$ cat config.mk
export PLATFORM = sky130hd
export DESIGN_NAME = tsf_beacon_timer
export DESIGN_NICKNAME = d
export VERILOG_FILES = /design/src/rtl/tsf_pkg.sv /design/src/rtl/tsf_ofs_calc.sv /design/src/rtl/tsf_counter.sv /design/src/rtl/tsf_next_tbtt.sv /design/src/rtl/tsf_beacon_timer.sv
export SDC_FILE = /design/constraint.sdc
export NUM_CORES = 2
export LEC_CHECK = 0
export BUFFER_PORTS_ARGS = -buffer_cell sky130_fd_sc_hd__buf_2
export CAP_MARGIN = 20
export CORE_AREA = 8 8 347 282
export DETAILED_ROUTE_END_ITERATION = 6
export DIE_AREA = 0 0 355 290
export PLACE_DENSITY_LB_ADDON = 0.15
export SLEW_MARGIN = 0
export SYNTH_ARGS = -nofsm -noshare
export SYNTH_HDL_FRONTEND = slang
export SYNTH_SLANG_ARGS = --single-unit
export TNS_END_PERCENT = 5
$ cat constraint.sdc
create_clock -name clk_i -period 5.91 [get_ports clk_i]
set_input_delay 0.591 -clock clk_i [delete_from_list [all_inputs] [get_ports clk_i]]
set_output_delay 0.591 -clock clk_i [all_outputs]
set_load 0.005 [all_outputs]
$ cat src/rtl/tsf_pkg.sv
package tsf_pkg;
  typedef enum logic [2:0] {
    A_OFS_LO  = 3'd0,
    A_OFS_HI  = 3'd1,
    A_TGT_LO  = 3'd2,
    A_TGT_HI  = 3'd3,
    A_IVAL    = 3'd4,
    A_CTRL    = 3'd5,
    A_SNAP_LO = 3'd6,
    A_SNAP_HI = 3'd7
  } reg_addr_e;

  localparam int CTRL_LATCH = 0;
  localparam int CTRL_OSYNC = 1;
  localparam int CTRL_TSYNC = 2;
  localparam int CTRL_CALC  = 3;
  localparam int STAT_BUSY  = 4;
  localparam int N_RATES    = 12;

  // receive latency in us per rate slot
  function automatic logic [5:0] rx_latency(input int unsigned rate);
    logic [5:0] l;
    case (rate % N_RATES)
      4:       l = 6'd34;
      5:       l = 6'd23;
      7:       l = 6'd11;
      8:       l = 6'd8;
      9:       l = 6'd5;
      10:      l = 6'd4;
      11:      l = 6'd3;
      default: l = 6'd17;
    endcase
    return l;
  endfunction
endpackage

$ cat src/rtl/tsf_ofs_calc.sv
module tsf_ofs_calc #(
  parameter int TSF_W  = 64,
  parameter int RATE_W = 8
) (
  input  logic [TSF_W-1:0]  count_i,
  input  logic [TSF_W-1:0]  ts_i,
  input  logic [RATE_W-1:0] rate_i,
  input  logic              valid_i,
  output logic [TSF_W-1:0]  ofs_o,
  output logic              apply_o
);
  import tsf_pkg::*;
  logic [TSF_W-1:0] lat;

  always_comb begin
    lat     = TSF_W'(rx_latency(32'(rate_i)));
    ofs_o   = ts_i - (count_i + lat);
    apply_o = valid_i && (ts_i != count_i);
  end
endmodule

$ cat src/rtl/tsf_counter.sv
module tsf_counter #(
  parameter int TSF_W = 64
) (
  input  logic             clk_i,
  input  logic             rst_ni,
  input  logic             tick_i,
  input  logic             add_en_i,
  input  logic [TSF_W-1:0] add_val_i,
  input  logic             snap_en_i,
  output logic [TSF_W-1:0] count_o,
  output logic [TSF_W-1:0] snap_o
);
  logic [TSF_W-1:0] add;

  always_comb add = (add_en_i ? add_val_i : '0) + TSF_W'(tick_i);

  always_ff @(posedge clk_i or negedge rst_ni) begin
    if (!rst_ni) begin
      count_o <= '0;
      snap_o  <= '0;
    end else begin
      count_o <= count_o + add;
      if (snap_en_i) snap_o <= count_o;
    end
  end
endmodule

$ cat src/rtl/tsf_next_tbtt.sv
module tsf_next_tbtt #(
  parameter int TSF_W    = 64,
  parameter int BI_W     = 16,
  parameter int TU_SHIFT = 10
) (
  input  logic             clk_i,
  input  logic             rst_ni,
  input  logic             start_i,
  input  logic [TSF_W-1:0] count_i,
  input  logic [BI_W-1:0]  ival_i,
  output logic             busy_o,
  output logic             done_o,
  output logic [TSF_W-1:0] tbtt_o
);
  localparam int DVS_W = BI_W + TU_SHIFT;
  localparam int CNT_W = $clog2(TSF_W);
  localparam logic [CNT_W-1:0] LAST = CNT_W'(TSF_W - 1);

  logic [CNT_W-1:0] cnt;
  logic [TSF_W-1:0] dvd_sh, orig;
  logic [DVS_W-1:0] dvs, rem, rem_n;
  logic [DVS_W:0]   sh, sub;

  always_comb begin
    sh    = {rem, dvd_sh[TSF_W-1]};
    sub   = sh - {1'b0, dvs};
    rem_n = (sh >= {1'b0, dvs}) ? sub[DVS_W-1:0] : sh[DVS_W-1:0];
  end

  always_ff @(posedge clk_i or negedge rst_ni) begin
    if (!rst_ni) begin
      busy_o <= 1'b0;
      done_o <= 1'b0;
      tbtt_o <= '0;
      cnt    <= '0;
      dvd_sh <= '0;
      orig   <= '0;
      dvs    <= '0;
      rem    <= '0;
    end else begin
      done_o <= 1'b0;
      if (start_i && !busy_o) begin
        if (ival_i == '0) begin
          tbtt_o <= count_i;
          done_o <= 1'b1;
        end else begin
          busy_o <= 1'b1;
          dvd_sh <= count_i;
          orig   <= count_i;
          dvs    <= {ival_i, {TU_SHIFT{1'b0}}};
          rem    <= '0;
          cnt    <= '0;
        end
      end else if (busy_o) begin
        rem    <= rem_n;
        dvd_sh <= dvd_sh << 1;
        cnt    <= cnt + 1'b1;
        if (cnt == LAST) begin
          busy_o <= 1'b0;
          done_o <= 1'b1;
          // (q+1)*d == C - r + d
          tbtt_o <= orig - TSF_W'(rem_n) + TSF_W'(dvs);
        end
      end
    end
  end
endmodule

$ cat src/rtl/tsf_beacon_timer.sv
module tsf_beacon_timer #(
  parameter int TSF_W    = 64,
  parameter int BI_W     = 16,
  parameter int TU_SHIFT = 10,
  parameter int RATE_W   = 8
) (
  input  logic               clk_i,
  input  logic               rst_ni,
  input  logic               tick_i,
  input  logic               wr_en_i,
  input  logic [2:0]         wr_addr_i,
  input  logic [TSF_W/2-1:0] wr_data_i,
  input  logic [2:0]         rd_addr_i,
  output logic [TSF_W/2-1:0] rd_data_o,
  input  logic               bcn_valid_i,
  input  logic [TSF_W-1:0]   bcn_ts_i,
  input  logic [RATE_W-1:0]  bcn_rate_i,
  output logic [TSF_W-1:0]   calc_ofs_o,
  output logic               calc_apply_o,
  output logic [TSF_W-1:0]   tsf_o,
  output logic               busy_o,
  output logic               bcn_due_o
);
  import tsf_pkg::*;
  localparam int HW = TSF_W / 2;

  logic [TSF_W-1:0] ofs_q, tgt_q, tgt_act, snap_q, tbtt;
  logic [BI_W-1:0]  ival_q;
  logic             latch_pend, ofs_pend, tgt_pend, armed, calc_done;
  logic             ctrl_wr, calc_start;
  logic [TSF_W-1:0] span;

  always_comb begin
    ctrl_wr    = wr_en_i && (wr_addr_i == A_CTRL);
    calc_start = ctrl_wr && wr_data_i[CTRL_CALC];
    span       = TSF_W'({ival_q, {TU_SHIFT{1'b0}}});
  end

  tsf_ofs_calc #(.TSF_W(TSF_W), .RATE_W(RATE_W)) u_ofs (
    .count_i(tsf_o), .ts_i(bcn_ts_i), .rate_i(bcn_rate_i),
    .valid_i(bcn_valid_i), .ofs_o(calc_ofs_o), .apply_o(calc_apply_o)
  );

  tsf_counter #(.TSF_W(TSF_W)) u_cnt (
    .clk_i, .rst_ni, .tick_i,
    .add_en_i(ofs_pend), .add_val_i(ofs_q), .snap_en_i(latch_pend),
    .count_o(tsf_o), .snap_o(snap_q)
  );

  tsf_next_tbtt #(.TSF_W(TSF_W), .BI_W(BI_W), .TU_SHIFT(TU_SHIFT)) u_div (
    .clk_i, .rst_ni, .start_i(calc_start), .count_i(tsf_o), .ival_i(ival_q),
    .busy_o, .done_o(calc_done), .tbtt_o(tbtt)
  );

  always_ff @(posedge clk_i or negedge rst_ni) begin
    if (!rst_ni) begin
      ofs_q      <= '0;
      tgt_q      <= '0;
      ival_q     <= '0;
      latch_pend <= 1'b0;
      ofs_pend   <= 1'b0;
      tgt_pend   <= 1'b0;
    end else begin
      latch_pend <= ctrl_wr && wr_data_i[CTRL_LATCH];
      ofs_pend   <= ctrl_wr && wr_data_i[CTRL_OSYNC];
      tgt_pend   <= ctrl_wr && wr_data_i[CTRL_TSYNC];
      if (wr_en_i) begin
        case (wr_addr_i)
          A_OFS_LO: ofs_q[HW-1:0]     <= wr_data_i;
          A_OFS_HI: ofs_q[TSF_W-1:HW] <= wr_data_i;
          A_IVAL:   ival_q            <= wr_data_i[BI_W-1:0];
          default: ;
        endcase
      end
      if (calc_done) tgt_q <= tbtt;
      else if (wr_en_i && wr_addr_i == A_TGT_LO) tgt_q[HW-1:0] <= wr_data_i;
      else if (wr_en_i && wr_addr_i == A_TGT_HI) tgt_q[TSF_W-1:HW] <= wr_data_i;
    end
  end

  always_ff @(posedge clk_i or negedge rst_ni) begin
    if (!rst_ni) begin
      tgt_act   <= '0;
      armed     <= 1'b0;
      bcn_due_o <= 1'b0;
    end else begin
      bcn_due_o <= 1'b0;
      if (tgt_pend) begin
        tgt_act <= tgt_q;
        armed   <= 1'b1;
      end else if (armed && tsf_o >= tgt_act) begin
        bcn_due_o <= 1'b1;
        if (span == '0) armed <= 1'b0;
        else tgt_act <= tgt_act + span;
      end
    end
  end

  always_comb begin
    rd_data_o = '0;
    case (rd_addr_i)
      A_OFS_LO:  rd_data_o = ofs_q[HW-1:0];
      A_OFS_HI:  rd_data_o = ofs_q[TSF_W-1:HW];
      A_TGT_LO:  rd_data_o = tgt_q[HW-1:0];
      A_TGT_HI:  rd_data_o = tgt_q[TSF_W-1:HW];
      A_IVAL:    rd_data_o = HW'(ival_q);
      A_CTRL: begin
        rd_data_o[CTRL_LATCH] = latch_pend;
        rd_data_o[CTRL_OSYNC] = ofs_pend;
        rd_data_o[CTRL_TSYNC] = tgt_pend;
        rd_data_o[STAT_BUSY]  = busy_o;
      end
      A_SNAP_LO: rd_data_o = snap_q[HW-1:0];
      A_SNAP_HI: rd_data_o = snap_q[TSF_W-1:HW];
      default: ;
    endcase
  end
endmodule

==> results.md <==
- The final-layout fill cell count is 8714.
- The detailed-routing iteration count for the pre-antenna-repair pass is 5.
- The number of instances in the synthesized netlist is 4795.
- The clock tree from TritonCTS is yes.
- The critical path capture point type is a primary output.
- After routing the design area is 49100 µm².
- The Yosys step of the flow raised 0 warnings.
- The floorplan step set the die height to 290 µm.
- The final clock period utilization by the worst path is 108%.
- The count of buffers inserted at the top-level ports is 277.
- At the worst endpoint, the arrival time is 5.78 ns.
- The minimum period implied by the final worst setup slack is 6.37 ns.
- The number of distinct library cells after synthesis is 99.
- The most area-hungry cell type in the Yosys netlist is sky130_fd_sc_hd__dfrtp_1.
- In this run the core area contains 100 standard-cell rows.
- The clock latency at the later pin of the worst-skew pair is 0.64 ns.
- The clock root buffer is sky130_fd_sc_hd__clkbuf_16.
- The number of antenna violations at the first check in global routing is 18.
- The standby leakage power is 23.3 nW.
- The clock tree skew after final layout is 0.0274 ns.
- The relative slew slack is 31.2%.
- The final hold violation count is 0.
- Setup violations remaining at the end of the flow were counted as 26.
- The detailed router placed 37800 vias in this run.
- The clock net sink count is 583.
- The synthesized netlist occupies a cell area of 42000 µm².
- The count of boundary I/O pins is 278.
- The flip-flop cell with the highest count after synthesis is sky130_fd_sc_hd__dfrtp_1.
- The iteration-0 DRC count of the detailed router is 3624.
- The global-route wire length before repair is 232000 µm.
- The endpoint of the most critical register-to-register path is u_div.tbtt_o[58].
- For the pin with the worst max-slew slack, the measured transition is 1.03 ns.
- The max-capacitance violation count is 0.
- Synthesis inferred 583 register bits.
- The number of global-route vias before repair is 36700.
- After detailed routing, the average wire length per cell comes to 23.8 µm.
- The number of standard cells in the final layout excluding fillers is 6479.
- The number of remaining DRC errors is 0.
- Summed over all nets, the half-perimeter wirelength after detailed placement is 119000 µm.
- The longest clock path from root to sink contains 3 buffers.
- The floorplan die area is 103000 µm².
- The count of flip-flops with a built-in enable after synthesis is 0.
- Clock-pin slew was measured on the worst setup and hold paths at 0.05 ns.
- In the synthesized netlist the async set-or-reset flop fraction comes to 100%.
- The sum of buffers and inverters on the critical path is 3.
- The maximum VDD drop is 0.379 mV.
- After detailed routing, the total wire length is 154000 µm.
- Setup repair after global routing could not meet its margin everywhere.
- In this run the number of H-tree levels came out at 3.
- The leftover overflow at the end of global routing is 0.
- Once routing completed, OpenROAD measured the worst setup slack at -0.457 ns.
- The congestion estimate from routability-driven global placement came to 0.946.
- The number of nets in the finished design is 5697.
- The kind of cell with the highest combined delay along the critical path is compound AO/OA/AOI/OAI gates.
- Once detail routing completed, the nets flagged for antenna violations numbered 0.
- The portion of the post-synthesis area used by sequential elements is 34.8%.
- The class of the worst hold path is in2reg.
- The area after detailed placement is 46200 µm².
- The core region is 92100 µm².
- The cell type of the slowest stage on the worst timing path is sky130_fd_sc_hd__fa_2.
- The final reports fail on setup timing.
- The type of origin of the critical path is an input pin.
- Sorting the synthesized cells by area gives the leading types as sky130_fd_sc_hd__dfrtp_1 35%, sky130_fd_sc_hd__ha_1 11%, sky130_fd_sc_hd__nand2_1 6.1%, sky130_fd_sc_hd__mux2_2 4.1%, sky130_fd_sc_hd__o21ai_0 3.9%.
- The run finished, with violations left.
- For this configuration, the core starts out at a cell density of 45.6%.
- The max-slew violation count is 0.
- By count the netlist is led by 678 x sky130_fd_sc_hd__nand2_1, 583 x sky130_fd_sc_hd__dfrtp_1, 392 x sky130_fd_sc_hd__inv_1.
- Along the worst path, the maximum fanout reaches 7.
- Including well taps, the total number of placed cells is 6340.
- The worst setup path is of the in2out kind.
- Counting instances, the worst hold path has a depth of 2.
- The worst hold path terminates at ofs_q[31].
- Counting the buffers created by CTS gives 70.
- The top cell type's share of synthesized area is 34.8%.
- The most frequent cell after synthesis is sky130_fd_sc_hd__nand2_1.
- The synthesized net count is 5291.
- The critical path data required time is 5.32 ns.
- Across every metal layer, demand over resource in global routing totals 29.0%.
- For flop-to-flop paths, the worst setup slack is 0.17 ns.
- The worst register-to-register path has a depth of 23.
- The horizontal die dimension is 355 µm.
- The highest attainable clock frequency is 157 MHz.
- The average size of a mapped cell is 8.75 µm².
- The power density normalized to cell area is 662 nW/µm².
- The fraction of layout cells with a size suffix above 1 is 19.1%.
- The area added between synthesis and finish is 17.1%.
- The largest incremental delay on the critical path is 0.41 ns.
- The beginning of the worst hold path is wr_data_i[31].
- Entering global routing, the biggest net connects 140 pins.
- The average vias per placed instance is 5.83.
- The worst flop-to-flop path startpoint is u_div.dvs[11].
[layer usage]
| layer | part of all wire (%) | global-route usage (%) | up-vias |
|---|---|---|---|
| li1 | - | - | 17700 |
| met1 | 46 | 41.5 | 18500 |
| met2 | 44 | 44.5 | 1329 |
| met3 | 7.7 | 5.22 | 271 |
| met4 | 3.1 | 8.50 | 6 |
| met5 | 0.025 | 0 | - |
[through the flow]
stage	utilization, %	setup WS, ns	total power [mW]	hold WS [ns]	TNS, ns
6_report	53.4	-0.457	32.5	0.268	-6.36
5_1_grt	53.3	-0.637	35.0	0.272	-15.45
4_1_cts	53.1	-0.564	32.1	0.236	-8.52
3_5_place_dp	50.1	-0.974	27.2	0.457	-34.75
3_3_place_gp	50.1	-0.942	27.1	0.449	-30.49
2_1_floorplan	-	-0.320	18.9	0.295	-2.26
[where the power goes]
group | leakage [nW] | switching, mW | total [mW] | internal (mW)
sequential | 6.97 | 1.32 | 6.57 | 5.25
combinational | 15.2 | 12.1 | 21.5 | 9.47
clock | 1.15 | 1.82 | 4.44 | 2.62
[cell families after synthesis]
logic type                 Yosys count  synth area share [%]
adders and majority gates          382                  11.9
and+or+nand+nor                   1457                  16.6
AOI/OAI and AO/OA                 1220                  18.1
buffers and inverters              622                  5.69
muxes                              300                  8.21
xor gates and xnor gates           231                  4.82
DFF                                583                  34.8
[worst max-delay path by stage]
| stage | startpoint | to | slack [ns] | depth (start not counted) |
|---|---|---|---|---|
| finish | bcn_rate_i[6] | calc_ofs_o[60] | -0.46 | 25 |
| global route | bcn_rate_i[6] | calc_ofs_o[60] | -0.64 | 26 |
| CTS | bcn_rate_i[6] | calc_ofs_o[60] | -0.56 | 28 |
| detailed placement | bcn_rate_i[7] | calc_ofs_o[60] | -0.97 | 28 |
| global placement | bcn_rate_i[7] | calc_ofs_o[60] | -0.94 | 31 |
| floorplan | bcn_rate_i[6] | calc_ofs_o[48] | -0.32 | 26 |
[cell usage in the layout, fill, tap and decap left out, types with 88 or more instances in the layout]
master,count
sky130_fd_sc_hd__a21o_1,137
sky130_fd_sc_hd__a21oi_1,285
sky130_fd_sc_hd__buf_2,273
sky130_fd_sc_hd__buf_4,275
sky130_fd_sc_hd__dfrtp_1,579
sky130_fd_sc_hd__ha_1,349
sky130_fd_sc_hd__inv_1,390
sky130_fd_sc_hd__mux2_2,153
sky130_fd_sc_hd__mux2i_1,118
sky130_fd_sc_hd__nand2_1,677
sky130_fd_sc_hd__nand3_1,88
sky130_fd_sc_hd__nor2_1,224
sky130_fd_sc_hd__o21ai_0,308
sky130_fd_sc_hd__xnor2_1,151
[layout make-up]
class	count	area [µm²]	share of cell area [%]
Multi-Input combinational cell	3590	25500	51.9
Antenna cell	4	10.0	0.0204
Timing Repair Buffer	563	3650	7.43
Clock inverter	29	375	0.764
Clock buffer	93	1970	4.01
Sequential cell	583	14600	29.7
Inverter	393	1480	3.00
Tap cell	1224	1530	3.12
[registers in the layout, indices dropped and copies added, names as in the netlist, 6 cells and up]
name / count
ival_q: 16
ofs_q: 64
tgt_act: 64
tgt_q: 64
u_cnt.count_o: 64
u_cnt.snap_o: 64
u_div.cnt: 6
u_div.dvd_sh: 64
u_div.dvs: 16
u_div.orig: 64
u_div.rem: 26
u_div.tbtt_o: 64
[what timing repair did]
item / in CTS / in global routing
gates resized for setup: 75 / 44
buffers inserted: 5 / 7
endpoints found under the hold margin: 36 / 0
endpoints found under the setup margin: 88 / 90
hold buffers: 1 / 0
pin swaps: 44 / 37
(Power assumes the default switching activity.)
